[config.mk]
export PLATFORM = sky130hd
export DESIGN_NAME = barrier_tree
export DESIGN_NICKNAME = d
export VERILOG_FILES = /design/src/rtl/barrier_tree_pkg.sv /design/src/rtl/bar_leaf.sv /design/src/rtl/bar_link.sv /design/src/rtl/bar_node.sv /design/src/rtl/barrier_tree.sv
export SDC_FILE = /design/constraint.sdc
export NUM_CORES = 1
export LEC_CHECK = 0
export BUFFER_PORTS_ARGS = -buffer_cell sky130_fd_sc_hd__buf_2
export CAP_MARGIN = 10
export CORE_ASPECT_RATIO = 1.5
export CORE_MARGIN = 8
export CORE_UTILIZATION = 40
export DETAILED_ROUTE_END_ITERATION = 10
export PLACE_DENSITY = 0.58
export SYNTH_ARGS = -nofsm -noshare
export SYNTH_HDL_FRONTEND = slang
export SYNTH_SLANG_ARGS = --single-unit
[constraint.sdc]
create_clock -name clk -period 2.3 [get_ports clk]
set_input_delay 0.115 -clock clk [delete_from_list [all_inputs] [get_ports clk]]
set_output_delay 0.115 -clock clk [all_outputs]
set_load 0.005 [all_outputs]
[src/rtl/barrier_tree_pkg.sv]
package barrier_tree_pkg;

    // Width of the per-tile domain operand (levels up to 2**DOM_W-1)
    parameter int unsigned DOM_W = 3;

    // Upward token: arrival flag plus the domain it targets
    typedef struct packed {
        logic             arr;
        logic [DOM_W-1:0] dom;
    } bar_up_t;

    // Everything carried on one inter-level link
    typedef struct packed {
        bar_up_t up;
        logic    rel;
    } bar_link_t;

    typedef struct packed {
        logic busy;
        logic err;
    } node_state_t;

    typedef struct packed {
        logic hold;
    } leaf_state_t;

endpackage

[src/rtl/bar_leaf.sv]
module bar_leaf
    import barrier_tree_pkg::*;
(
    input  logic             clk,
    input  logic             rst_n,
    input  logic             req_i,
    input  logic [DOM_W-1:0] dom_i,
    input  logic             rel_i,
    output bar_up_t          up_o,
    output logic             rel_o
);

    leaf_state_t st_d, st_q;

    always_comb begin
        st_d = st_q;
        // Once released, stay out until the tile lowers its request
        if (rel_i) st_d.hold = 1'b1;
        else if (!req_i) st_d.hold = 1'b0;
        up_o.arr = req_i & ~st_q.hold;
        up_o.dom = dom_i;
        rel_o    = rel_i;
    end

    always_ff @(posedge clk or negedge rst_n) begin
        if (!rst_n) st_q <= '0;
        else        st_q <= st_d;
    end

endmodule

[src/rtl/bar_link.sv]
module bar_link
    import barrier_tree_pkg::*;
#(
    parameter bit REG = 1'b1
) (
    input  logic    clk,
    input  logic    rst_n,
    input  bar_up_t up_i,
    output bar_up_t up_o,
    input  logic    rel_i,
    output logic    rel_o
);

    bar_link_t lk_d, lk_q;

    always_comb begin
        lk_d.up  = up_i;
        lk_d.rel = rel_i;
    end

    always_ff @(posedge clk or negedge rst_n) begin
        if (!rst_n) lk_q <= '0;
        else        lk_q <= lk_d;
    end

    // Constant select: the stage collapses to wires when REG is 0
    assign up_o  = REG ? lk_q.up  : up_i;
    assign rel_o = REG ? lk_q.rel : rel_i;

endmodule

[src/rtl/bar_node.sv]
module bar_node
    import barrier_tree_pkg::*;
#(
    parameter int unsigned LEVEL     = 1,
    parameter int unsigned TOP_LEVEL = 4
) (
    input  logic    clk,
    input  logic    rst_n,
    input  bar_up_t a_i,
    input  bar_up_t b_i,
    input  logic    rel_i,
    output bar_up_t up_o,
    output logic    rel_o,
    output logic    err_o
);

    localparam bit IS_TOP = (LEVEL == TOP_LEVEL);

    node_state_t st_d, st_q;
    logic both, same, hit, here, gen, fwd;

    always_comb begin
        both = a_i.arr & b_i.arr;
        same = (a_i.dom == b_i.dom);
        hit  = both & same & ~st_q.busy;
        here = (a_i.dom == DOM_W'(LEVEL));
        gen  = hit & here;
        fwd  = hit & ~here;

        rel_o    = gen | rel_i;
        up_o.arr = fwd & ~IS_TOP;
        up_o.dom = a_i.dom;

        st_d = st_q;
        // Busy masks the node from the release until both children clear
        if (rel_o)                      st_d.busy = 1'b1;
        else if (!(a_i.arr | b_i.arr))  st_d.busy = 1'b0;
        if ((both & ~same & ~st_q.busy) | (fwd & IS_TOP)) st_d.err = 1'b1;

        err_o = st_q.err;
    end

    always_ff @(posedge clk or negedge rst_n) begin
        if (!rst_n) st_q <= '0;
        else        st_q <= st_d;
    end

endmodule

[src/rtl/barrier_tree.sv]
module barrier_tree
    import barrier_tree_pkg::*;
#(
    parameter int unsigned NUM_TILES = 16,
    parameter bit          PIPE      = 1'b1
) (
    input  logic                       clk,
    input  logic                       rst_n,
    input  logic [NUM_TILES-1:0]       req_i,
    input  logic [NUM_TILES*DOM_W-1:0] dom_i,
    output logic [NUM_TILES-1:0]       rel_o,
    output logic                       err_o
);

    localparam int unsigned LEVELS = $clog2(NUM_TILES);
    localparam int unsigned SLOTS  = 2 * NUM_TILES;

    // Heap numbering: 1 is the top node, i has children 2i and 2i+1,
    // tile t sits at NUM_TILES+t.
    bar_up_t up_src [1:SLOTS-1];
    bar_up_t up_dst [2:SLOTS-1];
    logic    dn_src [2:SLOTS-1];
    logic    dn_dst [1:SLOTS-1];
    logic [NUM_TILES-1:1] node_err;

    assign dn_dst[1] = 1'b0;

    for (genvar t = 0; t < NUM_TILES; t++) begin : g_leaf
        bar_leaf u_leaf (
            .clk   (clk),
            .rst_n (rst_n),
            .req_i (req_i[t]),
            .dom_i (dom_i[t*DOM_W +: DOM_W]),
            .rel_i (dn_dst[NUM_TILES+t]),
            .up_o  (up_src[NUM_TILES+t]),
            .rel_o (rel_o[t])
        );
    end

    for (genvar i = 2; i < SLOTS; i++) begin : g_link
        bar_link #(.REG(PIPE)) u_link (
            .clk   (clk),
            .rst_n (rst_n),
            .up_i  (up_src[i]),
            .up_o  (up_dst[i]),
            .rel_i (dn_src[i]),
            .rel_o (dn_dst[i])
        );
    end

    for (genvar lv = 1; lv <= LEVELS; lv++) begin : g_lvl
        for (genvar k = 0; k < (NUM_TILES >> lv); k++) begin : g_nd
            localparam int unsigned IDX = (NUM_TILES >> lv) + k;
            bar_node #(.LEVEL(lv), .TOP_LEVEL(LEVELS)) u_node (
                .clk   (clk),
                .rst_n (rst_n),
                .a_i   (up_dst[2*IDX]),
                .b_i   (up_dst[2*IDX+1]),
                .rel_i (dn_dst[IDX]),
                .up_o  (up_src[IDX]),
                .rel_o (dn_src[2*IDX]),
                .err_o (node_err[IDX])
            );
            assign dn_src[2*IDX+1] = dn_src[2*IDX];
        end
    end

    assign err_o = |node_err;

endmodule

==> results.tsv, run 1 <==
metric	value	unit
outcome	finished clean	
kind of critical path	reg2out	
Placed Area	0.00705	mm²
root buffer cell	clkbuf_16	
first-pass GRT wire length	20.2	mm
asr flop ratio synth	100	%
worst path bufs/invs	1	
# nets final	683	
post-synthesis register bit count	181	
Vias	3929	
crit path time final	1650	ps
CTS tree	yes	
largest net degree at the start of global routing	90	
WP data required	2180	ps
Area Growth Syn to Fin	28.0	%
Ports	83	
Reg clk slew, reported paths	70	ps
CP peak stage delay	400	ps
Critical Path Start Type	register	
Syn Nets	530	
RSZ-0062 raised after global routing	no	
Cell Area, Synth	0.00646	mm²
H-tree depth	4	
Clock Sinks	181	
Hold Buf Count CTS	65	
cell area after layout	0.00828	mm²
Post-Synthesis Cells	464	
clk_skew	9.03	ps
DPL Wire Length	8.40	mm
Pins Over Slew Limit	0	
Peak VDD IR	0.444	mV
max_cap viols	0	
initial antenna violation count	0	
top cell family by delay on the critical path	simple AND/OR/NAND/NOR gates	
worst-path fanout max	3	
Worst Setup End Kind	output port	
Num CTS Buffers	17	
antenna cells	0	
post-CTS setup buffers	0	
crit path DAT	1540	ps
critical path's slowest cell	nor4_1	
DRT Wirelength	11.7	mm
Final setup viols	0	
drt first pass iters	4	
Power Density	784	mW/mm²
full die area	0.0206	mm²
Initial Utilization	40.3	%
GPL Wtd Cong	0.778	
period utilization	71.9	%
Hold Fails Final Rpt	0	
remaining antenna violation count after routing	0	
Avg Cell Area, Syn	13.9	µm²
setup TNS	0	ps
Top FF cell, synth	dfrtp_1	
vias in the first global route	4378	
Overflow after GRT	0	
slew of the pin with the lowest slew margin	463	ps
routed len/inst	14.0	µm
Ys Warns	0	
sequential share of the synthesized area	70.1	%
leakage	3.85	nW
Slew headroom	69.2	%
core area	0.0160	mm²
initial drt markers	95	
Layout fillers	1344	
PortBufs	82	
post_cts resized	0	
GRT Overall Usage	12.4	%
# rows	57	
die width	120	µm
crit path cell chain	nor4_1 > nand4_1 > buf_2	
DR vias/cell	4.70	
synth unique cells	26	
clk_lat worst skew	420	ps
Longest Clk Path Bufs	2	
residual DRC count	0	
layout cells sized above 1	21.1	%
total power	6.49	mW
Post-synth EDFFs	0	
Tightest Hold Check Type	in2async	
achievable frequency	0.605	GHz
die height	172	µm
metal layers:
layer | routed length [µm] | up-vias | GRT usage, %
li1 | - | 1902 | -
met1 | 4520 | 1960 | 13.2
met2 | 6700 | 54 | 22.6
met3 | 299 | 13 | 3.25
met4 | 189 | 0 | 5.45
met5 | 0 | - | 0
power by group:
part | switching [mW] | leakage (nW) | total, mW | internal (mW)
clock network | 1.28 | 0.278 | 2.75 | 1.47
logic | 0.166 | 1.33 | 0.361 | 0.195
registers | 0.0896 | 2.24 | 3.38 | 3.29
total | 1.54 | 3.85 | 6.49 | 4.95
sequential cells by signal, summed over array words and instances, names as in the netlist:
name	cells
g_lvl.g_nd.u_node.err_o	15
g_lvl.g_nd.u_node.st_q	15
g_link.u_link.rel_o	15
g_link.u_link.up_o	120
g_leaf.u_leaf.st_q	16
synthesized netlist by cell type, types with 8 or more instances:
cell,instances,share of area (%)
o21ai_0,13,1.0
a21o_1,19,2.2
o31a_1,12,1.6
nor3b_2,8,1.5
nand3_1,8,0.62
buf_4,16,1.9
nor2_1,35,2.0
nor4_1,11,1.1
o21a_1,14,1.6
xor2_1,14,1.9
o21bai_1,12,1.4
dfrtp_1,181,70
nor2b_1,16,1.5
nand3b_1,15,1.7
xnor2_1,28,3.8
nand2b_1,12,1.2
nand2_1,27,1.6
logic make-up after synthesis:
kind of cell	count (synthesis)	synth area share, %
XOR/XNOR	42	5.69
buffers and inverters	16	1.86
AO/OA/AOI/OAI	79	9.37
flip-flops	181	70.1
AND/OR/NAND/NOR	146	13.0
cells in the final DEF, fill, tap and decap left out, types with 4 or more instances in the layout:
cell	count
clkbuf_16	17
nand3b_1	15
nor3b_2	8
a21o_1	19
a2111oi_2	4
o31a_1	12
nand3_1	8
o21bai_1	12
nor2b_1	16
inv_6	4
xnor2_1	28
o21a_1	14
nand4_1	7
nor4_1	11
dfrtp_1	181
buf_2	81
o21ai_0	13
xor2_1	14
dlygate4sd3_1	65
nand2b_1	12
nand2_1	27
inv_8	5
nor2_1	35
per-stage QoR:
step	std cells	hold slack, ps	util, %	worst slack [ps]
after floorplan	464	-181	-	1270
after global placement	739	77.0	44.0	1010
after detailed placement	739	78.8	44.0	1020
after CTS	836	201	51.6	546
after global routing	836	213	51.6	486
final	836	188	51.6	647
area by class of cell:
| type | instances | area [µm²] | area share (%) |
|---|---|---|---|
| sequential | 181 | 4530 | 54.7 |
| multi-input combinational | 267 | 1810 | 21.9 |
| timing repair buffer | 150 | 1100 | 13.3 |
| clock buffer | 18 | 439 | 5.31 |
| tap | 206 | 258 | 3.11 |
| clock inverter | 14 | 133 | 1.60 |
final timing paths:
path | slack [ps] | depth (start not counted) | to | start
worst max-delay path | 650 | 3 | err_o | g_lvl[1].g_nd[1].u_node.err_o
worst min-delay path | 190 | 2 | g_leaf[3].u_leaf.st_q | rst_n
worst max register to register | 1190 | 3 | g_link[13].u_link.up_o[3] | g_link[26].u_link.up_o[0]
worst min register to register | 410 | 0 | g_link[11].u_link.up_o[0] | g_link[22].u_link.up_o[0]
max in group asynchronous | 1290 | 3 | g_link[7].u_link.up_o[3] | rst_n
min in group clk | 330 | 2 | g_link[22].u_link.up_o[0] | dom_i[18]
No activity file was read; power rests on OpenSTA's default activity.
==> run 2: changes to the inputs <==
--- a/config.mk
+++ b/config.mk
@@ -11,7 +11,7 @@
 export CORE_MARGIN = 8
 export CORE_UTILIZATION = 40
 export DETAILED_ROUTE_END_ITERATION = 10
-export PLACE_DENSITY = 0.58
+export PLACE_DENSITY = 0.6
 export SYNTH_ARGS = -nofsm -noshare
 export SYNTH_HDL_FRONTEND = slang
 export SYNTH_SLANG_ARGS = --single-unit
==> constraint.sdc (replaced) <==
create_clock -name clk -period 1.5 [get_ports clk]
set_input_delay 0.075 -clock clk [delete_from_list [all_inputs] [get_ports clk]]
set_output_delay 0.075 -clock clk [all_outputs]
set_load 0.005 [all_outputs]
==> results.tsv, run 2 (same netlist as run 1, synthesis figures left out) <==
metric	value	unit	change
Layout fillers	1339		-0.37%
Hold Fails Final Rpt	0		unchanged
commonest non-fill, non-tap cell in the layout	dfrtp_1		
DR vias/cell	4.70		about the same
violated checks	setup timing		
Reg clk slew, reported paths	70	ps	about the same
commonest cells after routing, fill and taps aside	dfrtp_1, buf_2, dlygate4sd3_1		
outcome	complete, but fails checks		
Final setup viols	1		+1
Clock Sinks	181		unchanged
critical path's slowest cell	dfrtp_2		
achievable frequency	0.647	GHz	
initial antenna violation count	0		unchanged
Reg power frac	52.0	%	about the same
worst-path fanout max	3		unchanged
top cell family by delay on the critical path	simple AND/OR/NAND/NOR gates		
Ports	83		unchanged
root buffer cell	clkbuf_16		
core area	0.0160	mm²	unchanged
GRT Overall Usage	12.4	%	+0.039 points
DRT Wirelength	11.8	mm	+1.2%
met3 wire length	251	µm	-16%
clk_skew	6.70	ps	-2.33 ps
Vias	3935		+0.15%
antenna cells	0		unchanged
Num CTS Buffers	17		unchanged
remaining antenna violation count after routing	0		unchanged
Power Density	1200	mW/mm²	+53%
max_cap viols	0		unchanged
worst setup margin	-45.0	ps	-692 ps
Tightest Hold Check Type	in2async		
kind of critical path	reg2out		
Crit. Startpoint	g_lvl[1].g_nd[7].u_node.err_o		
die width	120	µm	unchanged
PortBufs	82		unchanged
RSZ-0062 raised after global routing	yes		
Slew headroom	75.3	%	+6.2 points
GPL Wtd Cong	0.751		-3.5%
Comb pwr share	5.6	%	about the same
Met1 Wirelength	4.39	mm	-2.7%
WP data required	1420	ps	-760 ps
residual DRC count	0		unchanged
max reg flops	120		unchanged
Int Pwr	7.60	mW	+53%
net switching power	2.37	mW	+54%
CTS tree	yes		
# rows	57		unchanged
Worst Setup End Kind	output port		
FF-to-FF Start	g_lvl[2].g_nd[2].u_node.st_q[1]		
die height	172	µm	unchanged
vias in the first global route	4325		-1.2%
cell area after layout	0.00834	mm²	+0.76%
Placed Area	0.00709	mm²	+0.46%
drt first pass iters	4		unchanged
initial drt markers	83		-13%
# nets final	684		+0.15%
routed len/inst	14.1	µm	+1.0%
clock network power share	42.4	%	about the same
crit path time final	1540	ps	
FF-to-FF setup slack	360	ps	-830 ps
met2 routed WL	7.00	mm	+4.5%
DR top layer	met4		
full die area	0.0206	mm²	unchanged
Critical Path Start Type	register		
crit path cell chain	nor4_4 > nand4_1 > buf_2		
Pins Over Slew Limit	0		unchanged
leakage	3.88	nW	+0.69%
largest net degree at the start of global routing	53		-41%
DPL Wire Length	8.47	mm	+0.82%
slew of the pin with the lowest slew margin	367	ps	-95.9 ps
H-tree depth	4		unchanged
layout cells sized above 1	21.7	%	+0.60 points
Longest Clk Path Bufs	2		unchanged
Sw Share	23.8	%	+0.093 points
CP peak stage delay	440	ps	+40 ps
period utilization	103	%	
Core Util, Final	52.0	%	+0.39 points
clk_lat worst skew	420	ps	about the same
Overflow after GRT	0		unchanged
Peak VDD IR	0.758	mV	+71%
crit path DAT	1470	ps	-70 ps
Area Growth Syn to Fin	29.0	%	
worst path bufs/invs	1		unchanged
Initial Utilization	40.3	%	unchanged
first-pass GRT wire length	20.2	mm	about the same
[run 2: stage by stage]
step	setup TNS (ps)	setup slack [ps]	hold slack, ps	power [mW]	cells
floorplan	0	473	-221	5.44	464
global placement	0	225	-6.64	5.70	740
detailed placement	0	255	-3.99	5.72	740
CTS	-81.2	-81.2	110	10.1	837
global route	-96.5	-96.5	125	10.4	837
finish	-45.0	-45.0	112	9.97	837
[run 2: layout make-up]
type                    instances  area [µm²]  share of cell area [%]
well taps                     206         258                    3.09
multi-input cells             267        1840                    22.1
flip-flops and latches        181        4530                    54.3
repair buffers                151        1130                    13.6
clock buffers                  18         439                    5.27
clock inverters                14         131                    1.58
[run 2: per-layer routing]
| layer | vias to the layer above | track usage (%) |
|---|---|---|
| li1 | 1891 | - |
| met1 | 1977 | 12.6 |
| met2 | 53 | 23.7 |
| met3 | 14 | 2.86 |
| met4 | 0 | 5.51 |
| met5 | - | 0 |
[run 2: worst paths after layout]
path / end / cells past startpoint
setup / recovery: err_o / 3
hold / removal: g_leaf[2].u_leaf.st_q / 2
setup reg to reg: g_link[6].u_link.up_o[3] / 2
hold reg to reg: g_link[2].u_link.up_o[2] / 0
max in group asynchronous: g_leaf[4].u_leaf.st_q / 3
min in group clk: g_link[17].u_link.up_o[1] / 2
[run 2: what timing repair did]
item	in CTS	in global routing
buffers inserted	0	0
pin swaps	2	2
gates resized for setup	3	2
hold buffers	65	0
setup endpoints to repair	1	1
endpoints found under the hold margin	261	0
[run 2: worst register-to-register path, cell delays in order (launching register included)]
cell and delay (ps):
dfrtp_1 390, nand3b_1 200, nor4_1 410
[run 2: power groups by stage]
stage / Combinational (mW) / Sequential, mW / Clock, mW
3_3_place_gp: 0.429 / 5.27 / 0
3_5_place_dp: 0.440 / 5.28 / 0
2_1_floorplan: 0.202 / 5.24 / 0
5_1_grt: 0.632 / 5.20 / 4.59
4_1_cts: 0.572 / 5.19 / 4.36
6_report: 0.558 / 5.18 / 4.23
==> run 3: changes to the inputs <==
--- a/config.mk
+++ b/config.mk
@@ -10,8 +10,10 @@
 export CORE_ASPECT_RATIO = 1.5
 export CORE_MARGIN = 8
 export CORE_UTILIZATION = 40
+export CTS_CLUSTER_SIZE = 8
 export DETAILED_ROUTE_END_ITERATION = 10
 export PLACE_DENSITY = 0.6
+export RECOVER_POWER = 25
 export SYNTH_ARGS = -nofsm -noshare
 export SYNTH_HDL_FRONTEND = slang
 export SYNTH_SLANG_ARGS = --single-unit
==> results.tsv, run 3 (same netlist as run 1, synthesis figures left out) <==
metric	value	unit	change
Initial Utilization	40.3	%	unchanged
Ports	83		unchanged
pre-CTS setup slack	255	ps	unchanged
vias in the first global route	4325		unchanged
die height	172	µm	unchanged
Core Util, Final	51.9	%	-0.055 points
layout cells sized above 1	21.4	%	-0.32 points
violated checks	setup timing		
Vias	3934		-0.025%
root buffer cell	clkbuf_16		
FF-to-FF path depth	2		unchanged
DRT Wirelength	11.8	mm	-0.22%
routed len/inst	14.1	µm	-0.22%
commonest cells after routing, fill and taps aside	dfrtp_1, buf_2, dlygate4sd3_1		
commonest non-fill, non-tap cell in the layout	dfrtp_1		
residual DRC count	0		unchanged
placed instance count	740		unchanged
# rows	57		unchanged
worst setup margin	-46.0	ps	-0.979 ps
achievable frequency	0.647	GHz	about the same
outcome	complete, but fails checks		
Longest Clk Path Bufs	2		unchanged
full die area	0.0206	mm²	unchanged
Power Density	1200	mW/mm²	about the same
Min-Delay Endpoint	g_link[17].u_link.up_o[1]		
max reg flops	120		unchanged
initial antenna violation count	0		unchanged
Overflow after GRT	0		unchanged
initial drt markers	83		unchanged
Critical Path Start Type	register		
FF-to-FF Start	g_lvl[2].g_nd[2].u_node.st_q[1]		
FF-to-FF setup slack	370	ps	about the same
clk_lat worst skew	420	ps	about the same
Worst Setup End Kind	output port		
Clock Sinks	181		unchanged
slew of the pin with the lowest slew margin	946	ps	+579 ps
leakage	3.87	nW	-0.19%
GPL Wtd Cong	0.751		unchanged
WP data required	1420	ps	about the same
post-CTS setup buffers	0		unchanged
PortBufs	82		unchanged
worst reg2reg path endpoint	g_link[6].u_link.up_o[3]		
Tightest Hold Check Type	in2reg		
max_cap viols	0		unchanged
first-pass GRT wire length	20.2	mm	unchanged
H-tree depth	4		unchanged
Hold Fails Final Rpt	0		unchanged
worst-path fanout max	3		unchanged
Hold Slack	293	ps	+181 ps
Pins Over Slew Limit	0		unchanged
core area	0.0160	mm²	unchanged
Crit. Startpoint	g_lvl[1].g_nd[7].u_node.err_o		
worst hold start	dom_i[4]		
Final Non-Filler Cells	837		unchanged
antenna cells	0		unchanged
Area Growth Syn to Fin	28.9	%	
largest net degree at the start of global routing	53		unchanged
Slew headroom	36.9	%	-38 points
crit path DAT	1470	ps	about the same
Reg clk slew, reported paths	70	ps	about the same
RSZ-0062 raised after global routing	yes		
Final setup viols	1		unchanged
GRT Overall Usage	12.4	%	unchanged
DR vias/cell	4.70		about the same
# nets final	684		unchanged
Peak VDD IR	0.757	mV	-0.22%
die width	120	µm	unchanged
hold path depth	2		
drt first pass iters	4		unchanged
kind of critical path	reg2out		
crit path time final	1550	ps	+0.979 ps
period utilization	103	%	about the same
Num CTS Buffers	17		unchanged
remaining antenna violation count after routing	0		unchanged
CTS tree	yes		
clk_skew	7.17	ps	+0.473 ps
DPL Wire Length	8.47	mm	unchanged
[run 3: changes by cell type in the layout (fill, tap and decap cells not counted)]
cell	change
clkbuf_1	+2
buf_6	-1
buf_2	-2
clkbuf_2	+1
[run 3: how the worst max path moves through the flow]
stage	endpoint	cells past startpoint
2_1_floorplan	g_lvl[4].g_nd[0].u_node.err_o	3
3_3_place_gp	err_o	3
3_5_place_dp	err_o	3
4_1_cts	err_o	3
5_1_grt	err_o	3
6_report	err_o	3
[run 3: timing repair]
item | CTS | global route
resized for setup | 3 | 2
hold buffers | 65 | 0
endpoints found under the hold margin | 261 | 0
endpoints found under the setup margin | 1 | 1
gates cloned | 0 | 0
pin swaps | 2 | 2
[run 3: worst max-delay path: stages (launching register included)]
cell and delay, ps:
dfrtp_2 440, nor4_4 300, nand4_1 150, buf_2 160
[run 3: area by class of cell]
class,count,area [µm²]
Timing Repair Buffer,151,1130
Multi-Input combinational cell,267,1840
Sequential cell,181,4530
Clock inverter,14,131
Tap cell,206,258
Fill cell,1343,7720
Clock buffer,18,439
[run 3: layer usage]
metal  up-vias  share of wire (%)  global-route usage, %
li1       1892                  -                      -
met1      1975                 37                   12.6
met2        53                 59                   23.7
met3        14                2.1                   2.86
met4         0                1.7                   5.51
met5         -                  0                      0
[run 3: where the power goes]
group | internal, mW | switching, mW | total (mW)
registers | 5.04 | 0.142 | 5.18
clock network | 2.25 | 1.98 | 4.23
logic | 0.306 | 0.250 | 0.556
[run 3: stage by stage]
| stage | TNS [ps] | total power, mW | area, µm² |
|---|---|---|---|
| 2_1_floorplan | 0 | 5.44 | 6460 |
| 3_3_place_gp | 0 | 5.70 | 7090 |
| 3_5_place_dp | 0 | 5.72 | 7090 |
| 4_1_cts | -81.2 | 10.1 | 8330 |
| 5_1_grt | -96.5 | 10.4 | 8330 |
| 6_report | -46.0 | 9.96 | 8330 |
